`src/rtl/prio_stack_pkg.sv`:
```
package prio_stack_pkg;

  // Strobes from the control half to the datapath half, one per cycle.
  typedef struct packed {
    logic saveCur;   // write running level into the slot at wrPtr
    logic loadNew;   // running level takes the acknowledged level
    logic loadTop;   // running level takes the top stored level
    logic loadZero;  // running level takes 0 (empty pop)
  } stackCtl_t;

endpackage

```
`src/rtl/prio_stack_ctrl.sv`:
```
module prio_stack_ctrl
  import prio_stack_pkg::*;
#(
  parameter int DEPTH = 14,
  parameter int PTR_W = $clog2(DEPTH),
  parameter int CNT_W = $clog2(DEPTH + 1)
) (
  input  logic             clk,
  input  logic             rstN,
  input  logic             pushEn,
  input  logic             popEn,
  output stackCtl_t        ctl,
  output logic [PTR_W-1:0] wrPtr,
  output logic [PTR_W-1:0] topPtr,
  output logic [CNT_W-1:0] fillCount
);

  localparam logic [PTR_W-1:0] LAST_SLOT = PTR_W'(DEPTH - 1);
  localparam logic [CNT_W-1:0] FULL_CNT  = CNT_W'(DEPTH);

  logic isEmpty;
  logic isFull;

  function automatic logic [PTR_W-1:0] ptrInc(input logic [PTR_W-1:0] p);
    return (p == LAST_SLOT) ? '0 : p + 1'b1;
  endfunction

  function automatic logic [PTR_W-1:0] ptrDec(input logic [PTR_W-1:0] p);
    return (p == '0) ? LAST_SLOT : p - 1'b1;
  endfunction

  assign isEmpty = (fillCount == '0);
  assign isFull  = (fillCount == FULL_CNT);
  assign topPtr  = ptrDec(wrPtr);

  always_comb begin
    ctl = '0;
    unique case ({pushEn, popEn})
      2'b10: begin
        ctl.saveCur = 1'b1;
        ctl.loadNew = 1'b1;
      end
      2'b01: begin
        if (isEmpty) ctl.loadZero = 1'b1;
        else         ctl.loadTop  = 1'b1;
      end
      default: ;  // idle, or push then pop which leaves the level as it was
    endcase
  end

  always_ff @(posedge clk or negedge rstN) begin
    if (!rstN) begin
      wrPtr     <= '0;
      fillCount <= '0;
    end else begin
      unique case ({pushEn, popEn})
        2'b10: begin
          wrPtr <= ptrInc(wrPtr);
          if (!isFull) fillCount <= fillCount + 1'b1;
        end
        2'b01: begin
          if (!isEmpty) begin
            wrPtr     <= topPtr;
            fillCount <= fillCount - 1'b1;
          end
        end
        2'b11: begin
          // the push would drop the oldest slot, the pop then removes the pushed one
          if (isFull) fillCount <= fillCount - 1'b1;
        end
        default: ;
      endcase
    end
  end

endmodule

```
`src/rtl/prio_stack_dp.sv`:
```
module prio_stack_dp
  import prio_stack_pkg::*;
#(
  parameter int DEPTH  = 14,
  parameter int PRIO_W = 4,
  parameter int PTR_W  = $clog2(DEPTH)
) (
  input  logic              clk,
  input  logic              rstN,
  input  stackCtl_t         ctl,
  input  logic [PTR_W-1:0]  wrPtr,
  input  logic [PTR_W-1:0]  topPtr,
  input  logic [PRIO_W-1:0] newPrio,
  output logic [PRIO_W-1:0] curPrio
);

  logic [PRIO_W-1:0] stash [DEPTH];
  logic [PRIO_W-1:0] topVal;

  assign topVal = stash[topPtr];

  always_ff @(posedge clk) begin
    if (ctl.saveCur) stash[wrPtr] <= curPrio;
  end

  always_ff @(posedge clk or negedge rstN) begin
    if (!rstN) begin
      curPrio <= '0;
    end else begin
      if (ctl.loadNew)       curPrio <= newPrio;
      else if (ctl.loadTop)  curPrio <= topVal;
      else if (ctl.loadZero) curPrio <= '0;
    end
  end

endmodule

```
`src/rtl/prio_nest_stack.sv`:
```
module prio_nest_stack
  import prio_stack_pkg::*;
#(
  parameter int DEPTH  = 14,
  parameter int PRIO_W = 4
) (
  input  logic              clk,
  input  logic              rstN,
  input  logic              pushEn,
  input  logic              popEn,
  input  logic [PRIO_W-1:0] newPrio,
  output logic [PRIO_W-1:0] curPrio
);

  localparam int PTR_W = (DEPTH > 1) ? $clog2(DEPTH) : 1;
  localparam int CNT_W = $clog2(DEPTH + 1);

  stackCtl_t        ctl;
  logic [PTR_W-1:0] wrPtr;
  logic [PTR_W-1:0] topPtr;
  logic [CNT_W-1:0] fillCount;

  prio_stack_ctrl #(
    .DEPTH (DEPTH),
    .PTR_W (PTR_W),
    .CNT_W (CNT_W)
  ) u_ctrl (
    .clk       (clk),
    .rstN      (rstN),
    .pushEn    (pushEn),
    .popEn     (popEn),
    .ctl       (ctl),
    .wrPtr     (wrPtr),
    .topPtr    (topPtr),
    .fillCount (fillCount)
  );

  prio_stack_dp #(
    .DEPTH  (DEPTH),
    .PRIO_W (PRIO_W),
    .PTR_W  (PTR_W)
  ) u_dp (
    .clk     (clk),
    .rstN    (rstN),
    .ctl     (ctl),
    .wrPtr   (wrPtr),
    .topPtr  (topPtr),
    .newPrio (newPrio),
    .curPrio (curPrio)
  );

endmodule

```
`config.mk`:
```
export PLATFORM = sky130hd
export DESIGN_NAME = prio_nest_stack
export DESIGN_NICKNAME = d
export VERILOG_FILES = /design/src/rtl/prio_stack_pkg.sv /design/src/rtl/prio_stack_ctrl.sv /design/src/rtl/prio_stack_dp.sv /design/src/rtl/prio_nest_stack.sv
export SDC_FILE = /design/constraint.sdc
export NUM_CORES = 1
export LEC_CHECK = 0
export CAP_MARGIN = 30
export CORE_ASPECT_RATIO = 1.2
export CORE_MARGIN = 3
export CORE_UTILIZATION = 30
export CTS_BUF_LIST = sky130_fd_sc_hd__clkbuf_8
export DETAILED_ROUTE_END_ITERATION = 12
export GPL_ROUTABILITY_DRIVEN = 0
export GPL_TIMING_DRIVEN = 0
export HOLD_SLACK_MARGIN = 0.08
export PLACE_DENSITY = 0.47
export SLEW_MARGIN = 20
export SYNTH_ARGS = -nofsm -noshare
export SYNTH_HDL_FRONTEND = slang
export SYNTH_SLANG_ARGS = --single-unit
```
`constraint.sdc`:
```
create_clock -name clk -period 2.4 [get_ports clk]
set_input_delay 0.48 -clock clk [delete_from_list [all_inputs] [get_ports clk]]
set_output_delay 0.48 -clock clk [all_outputs]
set_load 0.05 [all_outputs]
```
==> After elaboration in Yosys (flattened, before gate mapping) <==
Memory sizes are Yosys's and may differ from the RTL's.
Cells that the tools add are included.
W data, S select, Z words.
{ "totals": {"mem_bits_rw": 56, "reg_bits": 12, "in_bits": 8, "n_memories": 1} }
{ "op_classes": {"n_mux": 17, "addsub": 4, "n_reduce_logical": 7, "n_eq_ne": 8} }
{ "memory_table": {"columns": ["memory", "words", "width", "read_ports", "rd_clocked_by_memory_dff", "write_ports", "line_no", "source"], "rows": [
  ["u_dp.stash", 14, 4, 1, 0, 1, "prio_stack_dp.sv:17", "logic [PRIO_W-1:0] stash [DEPTH];"]
]} }
{ "ops": {"columns": ["op", "count"], "rows": [
  ["$mux W4", 9],
  ["$pmux W4 S3", 1],
  ["$add A4 B1 Y4 const B", 2],
  ["$eq A4 B4 Y1 const B", 2],
  ["$logic_not A4 Y1", 2],
  ["$pmux W4 S2", 1],
  ["$sub A4 B1 Y4 const B", 2],
  ["$reduce_bool A3 Y1", 2],
  ["$eq A2 B2 Y1 const B", 2],
  ["$mux W1", 4],
  ["$mux W2", 2],
  ["$ne A2 B2 Y1 const B", 2],
  ["$reduce_and A4 Y1", 1],
  ["$eq A2 B1 Y1 const B", 1],
  ["$ne A2 B1 Y1 const B", 1],
  ["$reduce_and A2 Y1", 1],
  ["$reduce_bool A2 Y1", 1]
]} }

==> Depth between registers and ports, before layout <==
{ "logic_depth": {"depth_word": 6, "mapped_depth": 8} }

==> Cells and area by module <==
A second synthesis with hierarchy kept.
{ "hier_totals": {"hier_cells": 213, "area_unflattened_um2": 3106.7} }
{ "by_module_without_submodules": {"columns": ["mod", "area_each_um2", "seq_area_each_um2", "cells_per_inst", "instances"], "rows": [
  ["prio_stack_dp", 2444.8, 1781.7, 138, 1],
  ["prio_stack_ctrl", 661.9, 200.2, 75, 1]
]} }

==> Least setup slack after synthesis <==
Ideal clock, no wire load.
{ "synth_timing": {"kind": "input-to-reg", "start": "in popEn", "end": "mem u_dp.stash[3][0], enable pin", "n_path_buf": 1, "arrival_ns": 1.474, "required_time_ns": 2.071, "slack_ns": 0.597, "path_stages": 5, "path_cell_list": "inv_1 > ha_1 > clkbuf_1 > nand3_1 > nor2_1"} }
{ "synth_via": {"elab_chain_len": 4} }
{ "synth_lines": {"columns": ["item", "line_no", "source"], "rows": [
  ["start, declared", "prio_nest_stack.sv:10", "input logic popEn,"],
  ["$eq A2 B2 Y1", "prio_stack_ctrl.sv:38", "unique case ({pushEn, popEn})"],
  ["$mux W2", "prio_stack_ctrl.sv:38", null],
  ["$mux W1", "prio_stack_dp.sv:23", "if (ctl.saveCur) stash[wrPtr] <= curPrio;"],
  ["$mux W1 (implied by the code)", "prio_stack_dp.sv:23", null],
  ["end, declared", "prio_stack_dp.sv:17", null]
]} }
Every way passes these cells.

==> Final worst setup path <==
{ "layout_timing": {"start": "reg u_ctrl.wrPtr[0]", "end": "mem u_dp.stash[3][1], enable pin"} }
{ "layout_rtl": {"columns": ["item", "line_no", "source"], "rows": [
  ["start, declared", "prio_stack_ctrl.sv:13", "output logic [PTR_W-1:0] wrPtr,"],
  ["start signal, assigned", "prio_stack_ctrl.sv:58", "wrPtr <= ptrInc(wrPtr);"],
  ["start signal, assigned", "prio_stack_ctrl.sv:63", "wrPtr <= topPtr;"]
]} }
No word-level cell before the write port.

==> results.md <==
- Outcome: complete, no violations
- Delay-heaviest family, CP: buffers and inverters
- Standard cell with the maximum stage delay on the critical path: dfrtp_1
- Worst relative slew slack: 58.3%
- Total setup violations reported at the end of the flow: 0
- Sink count of the clock tree: just under 70
- Worst setup EP type: flop
- Hold/Removal Path Class: input port to asynchronous set/reset pin
- Summed negative setup slack over all endpoints: 0 ps
- # hold bufs at CTS: 0
- PnR Total Power: around 4.8 mW
- Clock buffer count from CTS: 9
- Post-layout instance count excluding filler cells: between 400 and 500
- Half-perimeter wire length after placement: between 5000 and 6000 um
- Number of violations of the max-capacitance limit: 0
- P_leak: between 1 and 1.5 nW
- Number of max-slew violations in the final report: 0
- Core footprint: approximately 11000 um2
- Number of cells in the design after placement: approximately 420
- Ratio of final minimum period to clock period: 97.6%
- Combined buffer and inverter count along the critical path: 3
- Synthesized instance count: approximately 280
- DR WL met3: around 430 um
- Number of vias in the routed layout: 2270
- Post-synth EDFFs: 56
- Number of detailed-routing iterations run before antenna repair: 4
- Post-Route WL: 8690 um
- Detailed-route wire length per cell: 19.8 um
- Post-synth net total: 299
- Met1 WL: around 3900 um
- First-pass GRT wire length: roughly 14000 um
- Instance area at placement: 3540 um2
- Post-detailed-route DRC marker count: 0
- Overflow left after global routing: 0
- Arr. time, crit path: approximately 2400 ps
- Post-route antenna net violation count: 0
- Number of library cell types mapped by synthesis: 53
- PortBufs: 11
- Cell at the root of the clock tree: clkbuf_8
- Timing-limited maximum frequency: 427 MHz
- Series of cell instances along the critical path: buf_2, buf_2, buf_2, nand3_1, nor2_1
- H-tree level count: 3
- Required time reported for the critical path endpoint: around 2400 ps
- Vertical die dimension: around 120 um
- Post-Synthesis Mean Instance Area: 11.5 um2
- Leading cell type in the layout, fill and taps excluded: edfxtp_1
- Worst-skew pair later-pin latency: around 360 ps
- Synthesis-to-finish area growth: 15.5%
- Cell area after synthesis: roughly 3300 um2
- Hold Violations, Final: 0
- Starting density of the core: 31.0%
- Met2 layer wire length in the routed design: about 4200 um
- Area of the die: roughly 12000 um2
- Maximum clock path buffer count: 2
- Area of all placed cells without fillers: between 3000 and 4000 um2
- Yosys synthesis warning count: 0
- Total I/O pin count: 12
- Top metal layer carrying routed signals: met4
- Die W: 101 um
- Commonest cells after routing, fill and taps aside: edfxtp_1, nor2_1, nand2_1
- Number of rows created at floorplan: just over 40
- Number of nets in the final layout: between 300 and 400
- Share of the yosys chip area belonging to registers: between 60 and 70%
- Classification of the worst setup path: flop to flop
- Largest stage delay on the critical path: roughly 490 ps
- Number of global-route vias before repair: 2348
- Global-route usage over all layers: 15.4%
- Time the final worst path needs with I/O delays and setup: 2340 ps
- Worst clock skew: 9.96 ps
- Unrepaired setup endpoints after global routing: yes
- Fill cell count: between 1k and 1.5k
- CP most frequent cell: buf_2
- Synth async-reset ratio: between 10% and 20%
- CTS tree: yes
- Most instantiated flip-flop cell in the synthesis netlist: edfxtp_1
- Post-CTS Setup Inserts: 0
- Maximum number of pins on one net before global-route repair: 17
- Drt via density: just over 5
- Peak fanout along the critical path: 10
- Measured slew at the worst slew-check pin: 623 ps
- Seq cells post-synth: between 60 and 70
- Antenna violations before repair: 0
- Number of DRC violations after detailed-routing iteration 0: roughly 160
- Startpoint Class: flop
- Antenna diodes: 0
- Worst-path clk slew: roughly 80 ps
- Power per cell area: about 1300 nW/um2
- Fraction of final layout cells sized beyond drive strength 1: 11.3%
- Max VDD drop: about 0.31 mV
[Yosys cell counts (2+ instances only)]
| library cell | n | area, um2 |
|---|---|---|
| nor2b_1 | 15 | 93.8 |
| a211o_1 | 3 | 26.3 |
| o31ai_1 | 3 | 22.5 |
| buf_1 | 2 | 7.51 |
| a211oi_1 | 4 | 30.0 |
| a31oi_1 | 3 | 18.8 |
| nor2_1 | 27 | 101 |
| o21ai_0 | 14 | 70.1 |
| a21oi_1 | 21 | 105 |
| dfrtp_1 | 12 | 300 |
| edfxtp_1 | 56 | 1680 |
| nand2b_1 | 7 | 43.8 |
| nand3_1 | 6 | 30.0 |
| inv_1 | 6 | 22.5 |
| buf_2 | 10 | 50.1 |
| nor3_1 | 7 | 35.0 |
| o22ai_1 | 9 | 56.3 |
| mux2_2 | 2 | 22.5 |
| nor3b_1 | 3 | 22.5 |
| xnor2_1 | 5 | 43.8 |
| nand2_1 | 23 | 86.3 |
| clkbuf_1 | 3 | 11.3 |
| nand3b_1 | 2 | 15.0 |
| or3_1 | 2 | 12.5 |
| a21o_1 | 3 | 22.5 |
| buf_4 | 2 | 15.0 |
| xor2_1 | 2 | 17.5 |
| ha_1 | 6 | 75.1 |
| a21boi_0 | 2 | 15.0 |
[state kept, by name, summed over array words and instances (netlist names)]
signal	cells
u_dp.stash	56
u_ctrl.fillCount	4
u_ctrl.wrPtr	4
u_dp.curPrio	4
[kinds of logic (layout without fill, tap and decap cells)]
kind of cell | after synthesis | in the layout | synth area share, %
AOI/OAI and AO/OA | 79 | 79 | 15.8
xor gates and xnor gates | 7 | 7 | 1.87
adders and majority gates | 7 | 7 | 2.91
buffers and inverters | 24 | 50 | 3.59
DFF | 68 | 68 | 60.6
muxes | 3 | 3 | 0.994
and+or+nand+nor | 96 | 96 | 14.3
[metal layers]
metal | GRT usage (%) | vias to the layer above
met1 | 19.7 | 1098
met5 | 0 | -
met3 | 3.92 | 11
li1 | - | 1093
met4 | 5.74 | 0
met2 | 24.9 | 68
[per-stage QoR]
| stage | hold slack (ps) | worst slack [ps] | util, % |
|---|---|---|---|
| after floorplan | 184 | 597 | - |
| final | 503 | 57.1 | 35.8 |
| after global placement | 494 | -516 | 33.5 |
| after CTS | 516 | 14.1 | 35.8 |
| after detailed placement | 505 | -511 | 33.5 |
| after global routing | 524 | -79.6 | 35.8 |
[what timing repair did]
item	CTS	global route
resized for setup	5	1
endpoints found under the setup margin	36	18
pin swaps	0	0
[power by group]
group,total (mW),internal (mW),switching (mW)
clock,1.14,0.686,0.452
sequential,1.76,1.52,0.235
combinational,1.87,0.677,1.19
total,4.77,2.89,1.88
[worst register-to-register path, stage by stage (launching register included)]
cell	delay [ps]
dfrtp_1	490
buf_2	290
buf_2	300
buf_2	320
nand3_1	230
nor2_1	380
[worst paths after layout]
check | from | endpoint | slack (ps) | cells after the start
worst max-delay path | u_ctrl.wrPtr[0] | u_dp.stash[3][1] | 60 | 5
worst min-delay path | rstN | u_ctrl.wrPtr[1] | 500 | 1
worst max register to register | u_ctrl.wrPtr[0] | u_dp.stash[3][1] | 60 | 5
worst min register to register | u_ctrl.fillCount[3] | u_ctrl.fillCount[3] | 520 | 1
max in group asynchronous | rstN | u_dp.curPrio[3] | 1460 | 1
min in group clk | u_ctrl.fillCount[3] | u_ctrl.fillCount[3] | 520 | 1
[area by class of cell]
type | count | area, um2 | share of cell area (%)
Clock buffer | 9 | 124 | 3.28
Multi-Input combinational cell | 192 | 1170 | 31.0
Timing Repair Buffer | 11 | 109 | 2.88
Tap cell | 129 | 161 | 4.27
Sequential cell | 68 | 1980 | 52.5
Buffer | 17 | 92.6 | 2.45
Inverter | 6 | 22.5 | 0.596
Clock inverter | 7 | 115 | 3.05
No activity file was read; power rests on OpenSTA's default activity.
